File: src/rtl/i2c_irq_pkg.sv
package i2c_irq_pkg;
  localparam int NSRC  = 7;
  localparam int CODEW = $clog2(NSRC + 1);

  localparam logic [1:0] ADDR_STATUS = 2'd0;
  localparam logic [1:0] ADDR_ENABLE = 2'd1;
  localparam logic [1:0] ADDR_THRESH = 2'd2;
  localparam logic [1:0] ADDR_SOURCE = 2'd3;

  localparam int TX_FIFO_BIT = 8;
  localparam int RX_FIFO_BIT = 9;
  localparam int RX_THR_LSB  = 8;

  // flags that survive a source-code read (receive-ready, transmit-ready)
  localparam logic [NSRC-1:0] KEEP_ON_READ = 7'b0011000;

  typedef struct packed {
    logic [NSRC-1:0] clrMask;
    logic            wrEnable;
    logic            wrThresh;
  } ctlStrobe_t;
endpackage

File: src/rtl/i2cIrqCtl.sv
module i2cIrqCtl
  import i2c_irq_pkg::*;
#(
  parameter int DW = 16
) (
  input  logic [1:0]       regSel,
  input  logic             regWrite,
  input  logic             regRead,
  input  logic [DW-1:0]    regWData,
  input  logic [NSRC-1:0]  pending,
  output ctlStrobe_t       strobe,
  output logic [CODEW-1:0] srcCode
);
  logic srcRead;

  // fixed priority: lowest index wins, code = index + 1
  always_comb begin
    srcCode = '0;
    for (int i = NSRC - 1; i >= 0; i--) begin
      if (pending[i]) srcCode = CODEW'(i + 1);
    end
  end

  assign srcRead = regRead && (regSel == ADDR_SOURCE);

  always_comb begin
    strobe          = '0;
    strobe.wrEnable = regWrite && (regSel == ADDR_ENABLE);
    strobe.wrThresh = regWrite && (regSel == ADDR_THRESH);
    if (regWrite && (regSel == ADDR_STATUS)) strobe.clrMask = regWData[NSRC-1:0];
    for (int i = 0; i < NSRC; i++) begin
      if (srcRead && (srcCode == CODEW'(i + 1)) && !KEEP_ON_READ[i])
        strobe.clrMask[i] = 1'b1;
    end
  end
endmodule

File: src/rtl/i2cIrqDp.sv
module i2cIrqDp
  import i2c_irq_pkg::*;
#(
  parameter int LVLW = 5,
  parameter int DW   = 16
) (
  input  logic            clk,
  input  logic            rstN,
  input  logic            modEnable,
  input  logic [NSRC-1:0] evtPulse,
  input  logic [LVLW-1:0] txLevel,
  input  logic [LVLW-1:0] rxLevel,
  input  ctlStrobe_t      strobe,
  input  logic [DW-1:0]   regWData,
  output logic [NSRC-1:0] statusFlags,
  output logic [NSRC-1:0] basicEn,
  output logic            txFifoEn,
  output logic            rxFifoEn,
  output logic [LVLW-1:0] txThr,
  output logic [LVLW-1:0] rxThr,
  output logic            txFifoFlag,
  output logic            rxFifoFlag,
  output logic [NSRC-1:0] pending,
  output logic            fifoIrq
);
  // one sticky flag per source; set beats clear, module disable beats both
  for (genvar i = 0; i < NSRC; i++) begin : g_flag
    always_ff @(posedge clk or negedge rstN) begin
      if (!rstN)                   statusFlags[i] <= 1'b0;
      else if (!modEnable)         statusFlags[i] <= 1'b0;
      else if (evtPulse[i])        statusFlags[i] <= 1'b1;
      else if (strobe.clrMask[i])  statusFlags[i] <= 1'b0;
    end
  end

  always_ff @(posedge clk or negedge rstN) begin
    if (!rstN) begin
      basicEn  <= '0;
      txFifoEn <= 1'b0;
      rxFifoEn <= 1'b0;
    end else if (strobe.wrEnable) begin
      basicEn  <= regWData[NSRC-1:0];
      txFifoEn <= regWData[TX_FIFO_BIT];
      rxFifoEn <= regWData[RX_FIFO_BIT];
    end
  end

  always_ff @(posedge clk or negedge rstN) begin
    if (!rstN) begin
      txThr <= '0;
      rxThr <= '0;
    end else if (strobe.wrThresh) begin
      txThr <= regWData[LVLW-1:0];
      rxThr <= regWData[RX_THR_LSB +: LVLW];
    end
  end

  assign txFifoFlag = modEnable && (txLevel <= txThr);
  assign rxFifoFlag = modEnable && (rxLevel >= rxThr);
  assign pending    = statusFlags & basicEn;
  assign fifoIrq    = (txFifoFlag && txFifoEn) || (rxFifoFlag && rxFifoEn);
endmodule

File: src/rtl/i2cIrqAgg.sv
module i2cIrqAgg
  import i2c_irq_pkg::*;
#(
  parameter int LVLW = 5,
  parameter int DW   = 16
) (
  input  logic            clk,
  input  logic            rstN,
  input  logic            modEnable,
  input  logic [6:0]      evtPulse,
  input  logic [LVLW-1:0] txLevel,
  input  logic [LVLW-1:0] rxLevel,
  input  logic [1:0]      regSel,
  input  logic            regWrite,
  input  logic            regRead,
  input  logic [DW-1:0]   regWData,
  output logic [DW-1:0]   regRData,
  output logic            basicIrq,
  output logic            fifoIrq
);
  ctlStrobe_t       strobe;
  logic [NSRC-1:0]  statusFlags;
  logic [NSRC-1:0]  basicEn;
  logic [NSRC-1:0]  pending;
  logic             txFifoEn;
  logic             rxFifoEn;
  logic             txFifoFlag;
  logic             rxFifoFlag;
  logic [LVLW-1:0]  txThr;
  logic [LVLW-1:0]  rxThr;
  logic [CODEW-1:0] srcCode;

  i2cIrqCtl #(.DW(DW)) u_ctl (
    .regSel   (regSel),
    .regWrite (regWrite),
    .regRead  (regRead),
    .regWData (regWData),
    .pending  (pending),
    .strobe   (strobe),
    .srcCode  (srcCode)
  );

  i2cIrqDp #(.LVLW(LVLW), .DW(DW)) u_dp (
    .clk         (clk),
    .rstN        (rstN),
    .modEnable   (modEnable),
    .evtPulse    (evtPulse),
    .txLevel     (txLevel),
    .rxLevel     (rxLevel),
    .strobe      (strobe),
    .regWData    (regWData),
    .statusFlags (statusFlags),
    .basicEn     (basicEn),
    .txFifoEn    (txFifoEn),
    .rxFifoEn    (rxFifoEn),
    .txThr       (txThr),
    .rxThr       (rxThr),
    .txFifoFlag  (txFifoFlag),
    .rxFifoFlag  (rxFifoFlag),
    .pending     (pending),
    .fifoIrq     (fifoIrq)
  );

  assign basicIrq = |pending;

  always_comb begin
    regRData = '0;
    case (regSel)
      ADDR_STATUS: begin
        regRData[NSRC-1:0]  = statusFlags;
        regRData[TX_FIFO_BIT] = txFifoFlag;
        regRData[RX_FIFO_BIT] = rxFifoFlag;
      end
      ADDR_ENABLE: begin
        regRData[NSRC-1:0]  = basicEn;
        regRData[TX_FIFO_BIT] = txFifoEn;
        regRData[RX_FIFO_BIT] = rxFifoEn;
      end
      ADDR_THRESH: begin
        regRData[LVLW-1:0]           = txThr;
        regRData[RX_THR_LSB +: LVLW] = rxThr;
      end
      default: regRData[CODEW-1:0] = srcCode;
    endcase
  end
endmodule

File: config.mk
export PLATFORM = sky130hd
export DESIGN_NAME = i2cIrqAgg
export DESIGN_NICKNAME = d
export VERILOG_FILES = /design/src/rtl/i2c_irq_pkg.sv /design/src/rtl/i2cIrqCtl.sv /design/src/rtl/i2cIrqDp.sv /design/src/rtl/i2cIrqAgg.sv
export SDC_FILE = /design/constraint.sdc
export NUM_CORES = 1
export LEC_CHECK = 0
export BUFFER_PORTS_ARGS = -buffer_cell sky130_fd_sc_hd__buf_2
export CORE_ASPECT_RATIO = 0.6
export CORE_MARGIN = 2
export CORE_UTILIZATION = 41
export DETAILED_ROUTE_END_ITERATION = 8
export PLACE_DENSITY = 0.73
export SLEW_MARGIN = 15
export SYNTH_ARGS = -nofsm -noshare
export SYNTH_HDL_FRONTEND = slang
export SYNTH_SLANG_ARGS = --single-unit
File: constraint.sdc
create_clock -name clk -period 2.45 [get_ports clk]
set_input_delay 0.3675 -clock clk [delete_from_list [all_inputs] [get_ports clk]]
set_output_delay 0.3675 -clock clk [all_outputs]
set_load 0.05 [all_outputs]
======== Word level (Yosys, flattened, before mapping) ========
Index checks and enable logic that the tools add are counted.
storage, ports and cells
  output and inout bits ................... 18
  word-level logic and storage cells ...... 85
  register bits ........................... 26
  input bits .............................. 40
operators by class
  bitwise logic cells ..................... 1
  order comparisons ....................... 2
  muxes and demuxes ....................... 39
  reduce and logical (&&, ||, !) cells .... 16
  eq/ne operators ......................... 15
operators with widths
  operator              count
  $mux W1               26
  $mux W3               8
  $ne A3 B1 Y1 const B  7
  $logic_and A1 B1 Y1   13
  $pmux W2 S3           2
  $pmux W3 S3           1
  $and A7 B7 Y7         1
  $mux W7               1
  $reduce_or A7 Y1      1
  $eq A3 B2 Y1 const B  2
  $eq A3 B3 Y1 const B  2
  $ge A5 B5 Y1          1
  $le A5 B5 Y1          1
  $eq A2 B2 Y1 const B  2
  $pmux W2 S2           1
  $eq A3 B1 Y1 const B  1
  $eq A2 B1 Y1 const B  1
  $logic_not A2 Y1      1
  $logic_or A1 B1 Y1    1

======== Logic depth before layout (Yosys ltp) ========
Gate-level depths: netlist (run 1).
  word-level depth ........................ 14
  depth in mapped cells ................... 6
  mapped depth without buffers ............ 6

======== Modules after synthesis ========
Synthesis (run 1) repeated with hierarchy kept, for this count alone.
second synthesis, totals
  cells, all modules ...................... 172
  area total of the unflattened synthesis .. 1732.9 um2
by module, submodules not included
  module     cells an instance  instances  area an instance (um2)  sequential area each (um2)
  i2cIrqDp   114                1          1276.2                  650.6
  i2cIrqAgg  29                 1          262.8                   0.0
  i2cIrqCtl  29                 1          193.9                   0.0

======== Least setup slack after synthesis (run 1) ========
Ideal clock, no wire load.
  kind .................................... input-to-output
  start ................................... input port txLevel[1]
  end ..................................... output port regRData[8]
  data arrival time ....................... 2.152 ns
  path buffers ............................ 0
  cell stages on the path ................. 5
  setup slack ............................. -0.070 ns
  data required time ...................... 2.082 ns
  cell sequence ........................... ha_1 nor2b_1 o31ai_1 a21oi_1 o21ai_0
on the way
  cells in the longest elaborated chain, start to end .. 3
RTL lines
  element              RTL line         RTL
  start: declaration   i2cIrqAgg.sv:11  input logic [LVLW-1:0] txLevel,
  $le A5 B5 Y1         i2cIrqDp.sv:58   assign txFifoFlag = modEnable && (txLevel <= txThr);
  $logic_and A1 B1 Y1  i2cIrqDp.sv:58
  $pmux W2 S3          i2cIrqAgg.sv:68  case (regSel)
  end: declaration     i2cIrqAgg.sv:17  output logic [DW-1:0] regRData,
Every way passes these cells.

======== Worst setup path after layout (run 1) ========
  start ................................... register u_dp.txThr[1]
  end ..................................... output port fifoIrq
on the way
  cells in the longest elaborated chain, start to end .. 4
RTL lines
  element                   RTL line         RTL
  start: declaration        i2cIrqDp.sv:19   output logic [LVLW-1:0] txThr,
  start signal: assignment  i2cIrqDp.sv:53   txThr <= regWData[LVLW-1:0];
  $le A5 B5 Y1              i2cIrqDp.sv:58
  $logic_and A1 B1 Y1       i2cIrqDp.sv:58
  $logic_and A1 B1 Y1       i2cIrqDp.sv:61   assign fifoIrq = (txFifoFlag && txFifoEn) || (rxFifoFlag && rxFifoEn);
  $logic_or A1 B1 Y1        i2cIrqDp.sv:61
  end: declaration          i2cIrqAgg.sv:19  output logic fifoIrq
Every way passes these cells.

==> flow_summary_export.csv, run 1 <==
group,metric,value,unit
critical_path,critPathCaptureType,"output port",
sta,drv_slew,0,
global_route,track_usage,18.3,%
synth,synth_commonest_cells,"26 x dfrtp_1, 18 x nand2_1, 15 x inv_1, 10 x ha_1, 10 x mux2_4",
clocking,cts_tree,"done",
critical_path,path_class,"reg2out",
clocking,insertion_delay,0.28,ns
synth,ys.flop_type,"dfrtp_1",
clocking,clock-root-buffer,"clkbuf_8",
die,initial_core_util,42.8,%
detailed_routing,drc_errors,0,
layout,area_growth,19.2,%
critical_path,worstPathMaxFanout,3,
clocking,numCtsBuffers,3,
power_and_ir_drop,p_per_area,646,nW/um2
power_and_ir_drop,power.total,1.36,mW
sta,layout_min_cycle_time,2.29,ns
place,hpwlAfterDp,3.20,mm
layout,finalNetCount,275,
clocking,clk_pin_slew_worst_paths,0.09,ns
synth,async_flop_share,100,%
hold_path,holdCritPathClass,"in2async",
synth,synth-edff-count,0,
detailed_routing,vias_per_cell,5.06,
sta,timing.hold.ws,0.0752,ns
critical_path,path_cells,"inv_1, ha_1, nor2b_1, o31ai_1, a21oi_1, o22ai_1, buf_2",
layout,multi_input_area,1010,um2
synth,yosysUniqueCellTypes,45,
critical_path,r2r_end,"u_dp.statusFlags[1]",
global_route,grt_max_degree,27,
sta,hold_viol,0,
sta,max_freq,436,MHz
die,dieWidth,88.7,um
layout,final_cell_area,2100,um2
critical_path,reg2reg_from,"u_dp.basicEn[0]",
sta,finalWorstSetupSlack,0.157,ns
critical_path,reg2regPathDepth,4,
critical_path,cp_slowest_cell,"dfrtp_1",
sta,tightest_slew,0.584,ns
synth,ys_seq_area_share,36.9,%
layout,diodes,0,
place,place_congestion,0.847,
global_route,antenna_found_initial,0,
die,row_count,18,
detailed_routing,dr.pass1.iters,4,
synth,synth_area_leaders,"dfrtp_1 37%, mux2_4 8.5%, ha_1 7.1%",
layout,drive_gt1_share,35.7,%
clocking,postCtsSetupBuffers,0,
critical_path,worstPathRequired,2.08,ns
synth,ys_seq_elements,26,
synth,synthDominantAreaCellType,"dfrtp_1",
sta,tns,0,ns
synth,synth.most_common_cell,"dfrtp_1",
sta,grt_setup_unrepaired,"no",
global_route,grt_pass1_wl,6.62,mm
critical_path,start_kind,"register",
detailed_routing,drt_iter0_markers,99,
job,maxCapViolCount,0,
critical_path,ff2ff_setup_slack,1.16,ns
critical_path,worst_ep_arrival_time,1.93,ns
place,pre_cts_slack,0.391,ns
detailed_routing,ant_nets,0,
die,ios,58,
synth,ys_warn_count,0,
clocking,hold_buffers,0,
clocking,htree_levels,1,
layout,fillers,403,
sta,setup_viol,0,
critical_path,slowest_delay,0.38,ns
outcome,run_status,"complete, no violations",
synth,avgSynthCellArea,10.1,um2
global_route,grt_pass1_vias,1337,
place,place_area,2050,um2
synth,synth_top_area_share,36.9,%
detailed_routing,routed_wirelength,4.08,mm
die,core_area,4120,um2
synth,synthCells,175,
detailed_routing,wl_per_cell,14.4,um
layout,final-seq-area,651,um2
global_route,grt_overflow_total,0,
clocking,cts_resized,0,
die,dieArea,4860,um2
clocking,max-clock-path-buffers,2,
sta,max_slew_margin,61.1,%
sta,fin_skew,0.00782,ns
power_and_ir_drop,max-vdd-ir-drop,0.000344,V
sta,timing.final.crit_share,93.6,%
synth,syn-cell-area,1760,um2
detailed_routing,num_vias,1437,
clocking,clock-sinks,26,
place,numPortBuffers,49,
die,fp.dieH,54.8,um
power_and_ir_drop,leakage,1.07,nW
==> routing by layer <==
metal | part of all wire, % | wire (um) | GRT usage (%)
met5 | 0 | 0 | 0
met1 | 51 | 2090 | 26.4
met2 | 42 | 1730 | 27.7
met4 | 0.52 | 21 | 3.54
met3 | 5.8 | 235 | 4.68
==> state kept, by name, indices dropped and copies added (netlist names) <==
name and count:
u_dp.txFifoEn 1, u_dp.basicEn 7, u_dp.rxThr 5, u_dp.statusFlags 7, u_dp.txThr 5, u_dp.rxFifoEn 1
==> critical path, delay by kind of cell (launching register included) <==
kind / cells / cell delay (ns)
and+or+nand+nor: 1 / 0.14
buffers and inverters: 2 / 0.34
AOI/OAI and AO/OA: 3 / 0.51
DFF: 1 / 0.38
adders and majority gates: 1 / 0.28
==> report_power, final <==
group | switching, mW | internal [mW]
combinational | 0.310 | 0.205
clock | 0.140 | 0.144
sequential | 0.0632 | 0.497
==> stage by stage <==
| stage | util [%] | cells |
|---|---|---|
| global route | 51.0 | 284 |
| global placement | 49.7 | 280 |
| CTS | 51.0 | 284 |
| detailed placement | 49.7 | 280 |
| floorplan | - | 178 |
| finish | 51.0 | 284 |
==> area by class of cell <==
| class | instances | area share [%] |
|---|---|---|
| multi-input combinational | 128 | 47.9 |
| sequential | 26 | 31.0 |
| timing repair buffer | 50 | 12.0 |
| tap | 60 | 3.57 |
| clock buffer | 4 | 2.62 |
| inverter | 16 | 2.98 |
==> how the worst max path moves through the flow <==
stage / start / to / slack [ns] / cells past startpoint
finish: u_dp.txThr[1] / fifoIrq / 0.16 / 7
global route: u_dp.txThr[1] / fifoIrq / 0.04 / 7
CTS: u_dp.txThr[1] / fifoIrq / 0.16 / 7
detailed placement: txLevel[1] / fifoIrq / 0.39 / 7
global placement: txLevel[1] / fifoIrq / 0.42 / 7
floorplan: regSel[0] / regRData[3] / 0.18 / 4
==> kinds of logic after synthesis <==
kind of cell | count (synthesis) | share of synthesized area (%)
simple gates | 46 | 15.7
compound gates | 45 | 16.9
flops | 26 | 36.9
buf+inv | 24 | 6.67
mux | 23 | 16.5
fa+ha+maj | 10 | 7.10
other cells | 1 | 0.213
==> layout by cell type, fill, tap and decap left out, types with 6 or more instances in the layout <==
| cell | Yosys | routed |
|---|---|---|
| a21oi_1 | 9 | 9 |
| buf_2 | 2 | 49 |
| dfrtp_1 | 26 | 26 |
| ha_1 | 10 | 10 |
| inv_1 | 15 | 15 |
| mux2_2 | 9 | 9 |
| mux2_4 | 10 | 10 |
| nand2_1 | 18 | 18 |
| nor2b_1 | 6 | 6 |
| o21ai_0 | 9 | 7 |
(Power assumes the default switching activity.)
==> run 2: changes to the inputs <==
--- a/config.mk
+++ b/config.mk
@@ -6,11 +6,13 @@
 export NUM_CORES = 1
 export LEC_CHECK = 0
 export BUFFER_PORTS_ARGS = -buffer_cell sky130_fd_sc_hd__buf_2
+export CELL_PAD_IN_SITES_DETAIL_PLACEMENT = 1
+export CELL_PAD_IN_SITES_GLOBAL_PLACEMENT = 2
 export CORE_ASPECT_RATIO = 0.6
 export CORE_MARGIN = 2
-export CORE_UTILIZATION = 41
+export CORE_UTILIZATION = 33
 export DETAILED_ROUTE_END_ITERATION = 8
-export PLACE_DENSITY = 0.73
+export PLACE_DENSITY = 0.82
 export SLEW_MARGIN = 15
 export SYNTH_ARGS = -nofsm -noshare
 export SYNTH_HDL_FRONTEND = slang
==> constraint.sdc (replaced) <==
create_clock -name clk -period 2.71 [get_ports clk]
set_input_delay 0.4065 -clock clk [delete_from_list [all_inputs] [get_ports clk]]
set_output_delay 0.4065 -clock clk [all_outputs]
set_load 0.05 [all_outputs]
==> run 2 against run 1 <==
  * Clock power shrank 7.0%
  * Sequential power is 9.8% lower
  * Wire length up 14%
  * Largest power group unchanged
==> flow_summary_export.csv, run 2 (synthesis results as in run 1) <==
group,metric,value,unit
layout,mostFrequentLayoutCell,"buf_2",
critical_path,start_kind,"register",
detailed_routing,vias_per_cell,5.06,
detailed_routing,ant_nets,0,
sta,grt_setup_unrepaired,"no",
critical_path,reg2reg_from,"u_dp.statusFlags[0]",
layout,final_core_util,41.2,%
sta,timing.hold.ws,0.131,ns
critical_path,worstPathMaxFanout,3,
place,numPortBuffers,49,
layout,multi_input_area,1010,um2
sta,timing.final.crit_share,87.7,%
sta,hold_viol,0,
power_and_ir_drop,max-vdd-ir-drop,0.000236,V
layout,area_growth,19.2,%
die,dieWidth,98.4,um
place,pre_cts_slack,0.492,ns
layout,diodes,0,
power_and_ir_drop,power.total,1.24,mW
detailed_routing,routed_wirelength,4.63,mm
die,fp.dieH,60.6,um
sta,max_freq,421,MHz
sta,fin_skew,0.00130,ns
critical_path,worstPathRequired,2.30,ns
detailed_routing,drt_iter0_markers,31,
critical_path,reg2regPathDepth,4,
layout,top_regs,"u_dp.basicEn (7), u_dp.statusFlags (7)",
die,core_area,5100,um2
sta,drv_slew,0,
clocking,insertion_delay,0.28,ns
critical_path,worst_ep_arrival_time,1.97,ns
sta,tightest_slew,0.623,ns
detailed_routing,dr.pass1.iters,4,
clocking,clk_pin_slew_worst_paths,0.10,ns
die,row_count,20,
clocking,numCtsBuffers,3,
outcome,run_status,"complete, no violations",
global_route,grt_max_degree,27,
job,maxCapViolCount,0,
die,ios,58,
critical_path,r2r_end,"u_dp.statusFlags[6]",
global_route,grt_pass1_vias,1496,
layout,final-seq-area,651,um2
clocking,htree_levels,1,
clocking,cts_tree,"done",
layout,final_cell_mix,"49 x buf_2, 26 x dfrtp_1, 18 x nand2_1, 15 x inv_1",
clocking,postCtsSetupBuffers,0,
critical_path,path_class,"reg2out",
detailed_routing,drc_errors,0,
global_route,antenna_found_initial,0,
hold_path,holdCritPathClass,"in2async",
die,dieArea,5960,um2
global_route,track_usage,16.7,%
layout,drive_gt1_share,35.4,%
detailed_routing,wl_per_cell,16.0,um
sta,finalWorstSetupSlack,0.332,ns
place,hpwlAfterDp,3.61,mm
layout,fillers,601,
clocking,max-clock-path-buffers,2,
power_and_ir_drop,leakage,1.07,nW
critical_path,crit_start,"u_dp.txThr[1]",
sta,setup_viol,0,
clocking,hold_buffers,0,
critical_path,crit_path_end,"regRData[8]",
die,initial_core_util,34.5,%
sta,max_slew_margin,58.5,%
clocking,cts_resized,0,
sta,layout_min_cycle_time,2.38,ns
global_route,grt_overflow_total,0,
power_and_ir_drop,p_per_area,590,nW/um2
critical_path,ff2ff_setup_slack,1.38,ns
critical_path,critPathCaptureType,"output port",
sta,tns,0,ns
place,place_congestion,0.794,
layout,finalNetCount,274,
detailed_routing,num_vias,1462,
global_route,grt_pass1_wl,7.54,mm
clocking,clock-sinks,26,
clocking,clock-root-buffer,"clkbuf_8",
[run 2: changes by cell type in the layout (fill, tap and decap cells not counted), sizes merged]
cell | previous run | this run
buf | 50 | 49
[run 2: power breakdown]
group	switching (mW)	internal, mW
Clock	0.134	0.130
Sequential	0.0558	0.449
Combinational	0.287	0.185
[run 2: critical path: stages (launching register included)]
cell	delay [ns]
dfrtp_1	0.38
inv_1	0.05
ha_1	0.28
nor2b_1	0.13
o31ai_1	0.25
a21oi_1	0.14
o21ai_0	0.17
buf_2	0.28
[run 2: metal layers]
| layer | track usage, % | part of all wire (%) | wire [um] | vias to the layer above |
|---|---|---|---|---|
| met2 | 27.0 | 43 | 2010 | 31 |
| met1 | 23.3 | 52 | 2410 | 707 |
| li1 | - | - | - | 722 |
| met4 | 2.94 | 0.22 | 10 | 0 |
| met5 | 0 | 0 | 0 | - |
| met3 | 4.26 | 4.5 | 207 | 2 |
[run 2: layout make-up]
| cell class | instances | share of cell area [%] |
|---|---|---|
| inverter | 16 | 2.98 |
| timing repair buffer | 49 | 11.7 |
| sequential | 26 | 31.0 |
| clock buffer | 4 | 2.62 |
| tap | 66 | 3.93 |
| multi-input combinational | 128 | 47.9 |
[run 2: worst min path at each step]
stage	to	slack (ns)
6_report	u_dp.statusFlags[0]	0.13
5_1_grt	u_dp.statusFlags[2]	0.18
4_1_cts	u_dp.statusFlags[0]	0.15
3_5_place_dp	u_dp.statusFlags[0]	0.45
3_3_place_gp	u_dp.txThr[0]	0.45
2_1_floorplan	u_dp.basicEn[0]	0.11
[run 2: per-stage QoR]
step                      area [um2]  cells
final                           2100    289
after global routing            2100    289
after CTS                       2100    289
after detailed placement        2050    285
after global placement          2050    285
after floorplan                 1770    178
==> run 3: changes to the inputs <==
--- a/config.mk
+++ b/config.mk
@@ -8,7 +8,6 @@
 export BUFFER_PORTS_ARGS = -buffer_cell sky130_fd_sc_hd__buf_2
 export CELL_PAD_IN_SITES_DETAIL_PLACEMENT = 1
 export CELL_PAD_IN_SITES_GLOBAL_PLACEMENT = 2
-export CORE_ASPECT_RATIO = 0.6
 export CORE_MARGIN = 2
 export CORE_UTILIZATION = 33
 export DETAILED_ROUTE_END_ITERATION = 8
==> run 3 against run 2 <==
  * Final area about the same
  * Clock-buffer cell count is 1 lower
  * Sequential power is essentially flat
==> flow_summary_export.csv, run 3 (synthesis results as in run 1) <==
group,metric,value,unit
critical_path,crit_top_cell,"o21ai_0",
power_and_ir_drop,p_per_area,573,nW/um2
die,initial_core_util,34.3,%
detailed_routing,dr.pass1.iters,4,
detailed_routing,vias_per_cell,5.05,
die,ios,58,
layout,drive_gt1_share,35.4,%
detailed_routing,num_vias,1481,
critical_path,worstPathMaxFanout,2,
job,maxCapViolCount,0,
place,dp_cells,290,
detailed_routing,drc_errors,0,
clocking,hold_buffers,0,
die,dieWidth,77.1,um
power_and_ir_drop,leakage,1.07,nW
die,dieArea,5940,um2
layout,final_cell_mix,"49 x buf_2, 26 x dfrtp_1, 18 x nand2_1, 15 x inv_1",
sta,timing.final.crit_share,84.6,%
sta,setup_viol,0,
sta,tightest_slew,0.617,ns
sta,grt_setup_unrepaired,"no",
clocking,clk_pin_slew_worst_paths,0.10,ns
critical_path,slowest_delay,0.39,ns
detailed_routing,wl_per_cell,15.6,um
layout,final_cell_area,2100,um2
sta,drv_slew,0,
place,place_area,2060,um2
global_route,grt_pass1_wl,7.73,mm
critical_path,path_cells,"inv_1, ha_1, a21oi_1, o21ai_0, a41oi_1, o21ai_0, buf_2",
die,row_count,26,
layout,fin_cells,293,
place,hpwlAfterDp,3.59,mm
layout,diodes,0,
critical_path,path_class,"reg2out",
place,numPortBuffers,49,
hold_path,holdCritPathClass,"in2async",
global_route,grt_max_degree,27,
layout,top_regs,"u_dp.basicEn (7), u_dp.statusFlags (7)",
critical_path,start_kind,"register",
critical_path,critPathCaptureType,"output port",
power_and_ir_drop,max-vdd-ir-drop,0.000187,V
clocking,insertion_delay,0.28,ns
clocking,clock-root-buffer,"clkbuf_8",
clocking,clock-sinks,26,
sta,max_slew_margin,58.8,%
detailed_routing,ant_nets,0,
layout,area_growth,19.2,%
global_route,track_usage,16.3,%
clocking,cts_tree,"done",
sta,max_freq,436,MHz
sta,layout_min_cycle_time,2.29,ns
layout,finalNetCount,275,
global_route,grt_overflow_total,0,
detailed_routing,drt_iter0_markers,40,
sta,tns,0,ns
critical_path,worst_ep_arrival_time,1.89,ns
clocking,htree_levels,1,
sta,hold_viol,0,
layout,fillers,637,
clocking,numCtsBuffers,3,
detailed_routing,routed_wirelength,4.56,mm
layout,mostFrequentLayoutCell,"buf_2",
critical_path,worstPathRequired,2.30,ns
place,place_congestion,0.718,
global_route,antenna_found_initial,0,
global_route,grt_pass1_vias,1506,
clocking,cts_resized,0,
die,fp.dieH,77.1,um
die,core_area,5140,um2
power_and_ir_drop,power.total,1.20,mW
clocking,max-clock-path-buffers,2,
sta,fin_skew,0.00956,ns
critical_path,cp_slowest_cell,"dfrtp_1",
sta,timing.hold.ws,0.127,ns
clocking,postCtsSetupBuffers,0,
outcome,run_status,"complete, no violations",
[run 3: final cells by class]
type | count | area, um2 | area share (%)
tap | 70 | 87.6 | 4.17
clock buffer | 3 | 41.3 | 1.97
multi-input combinational | 128 | 1010 | 47.9
sequential | 26 | 651 | 31.0
timing repair buffer | 50 | 253 | 12.0
inverter | 16 | 62.6 | 2.98
[run 3: path summary, 6_finish.rpt]
check,start,to,slack [ns],cells after the start
max reg2reg,u_dp.basicEn[0],u_dp.statusFlags[1],1.37,4
min reg2reg,u_dp.rxThr[4],u_dp.rxThr[4],0.51,1
max,u_dp.rxThr[2],regRData[9],0.42,7
max in group asynchronous,rstN,u_dp.txThr[3],2.17,1
min,rstN,u_dp.statusFlags[6],0.13,1
min in group clk,evtPulse[0],u_dp.statusFlags[0],0.34,2
[run 3: power by group]
part / switching, mW / internal (mW)
combinational: 0.284 / 0.185
clock: 0.127 / 0.0999
sequential: 0.0580 / 0.449
total: 0.470 / 0.733
[run 3: critical path: cells and delay by family (launching register included)]
kind,cells,cell delay [ns]
buffers and inverters,2,0.31
flip-flops,1,0.39
AO/OA/AOI/OAI,4,0.68
adder cells (fa/ha/maj),1,0.24
[run 3: layer usage]
layer | share of wire, % | track usage [%]
met1 | 50 | 23.6
met2 | 46 | 25.8
met3 | 3.4 | 2.24
met4 | 0.86 | 3.75
met5 | 0 | 0
[run 3: metrics by stage]
stage	utilization (%)	setup WS, ns
2_1_floorplan	-	0.112
3_3_place_gp	40.1	0.596
3_5_place_dp	40.1	0.578
4_1_cts	40.9	0.387
5_1_grt	40.9	0.259
6_report	40.9	0.418
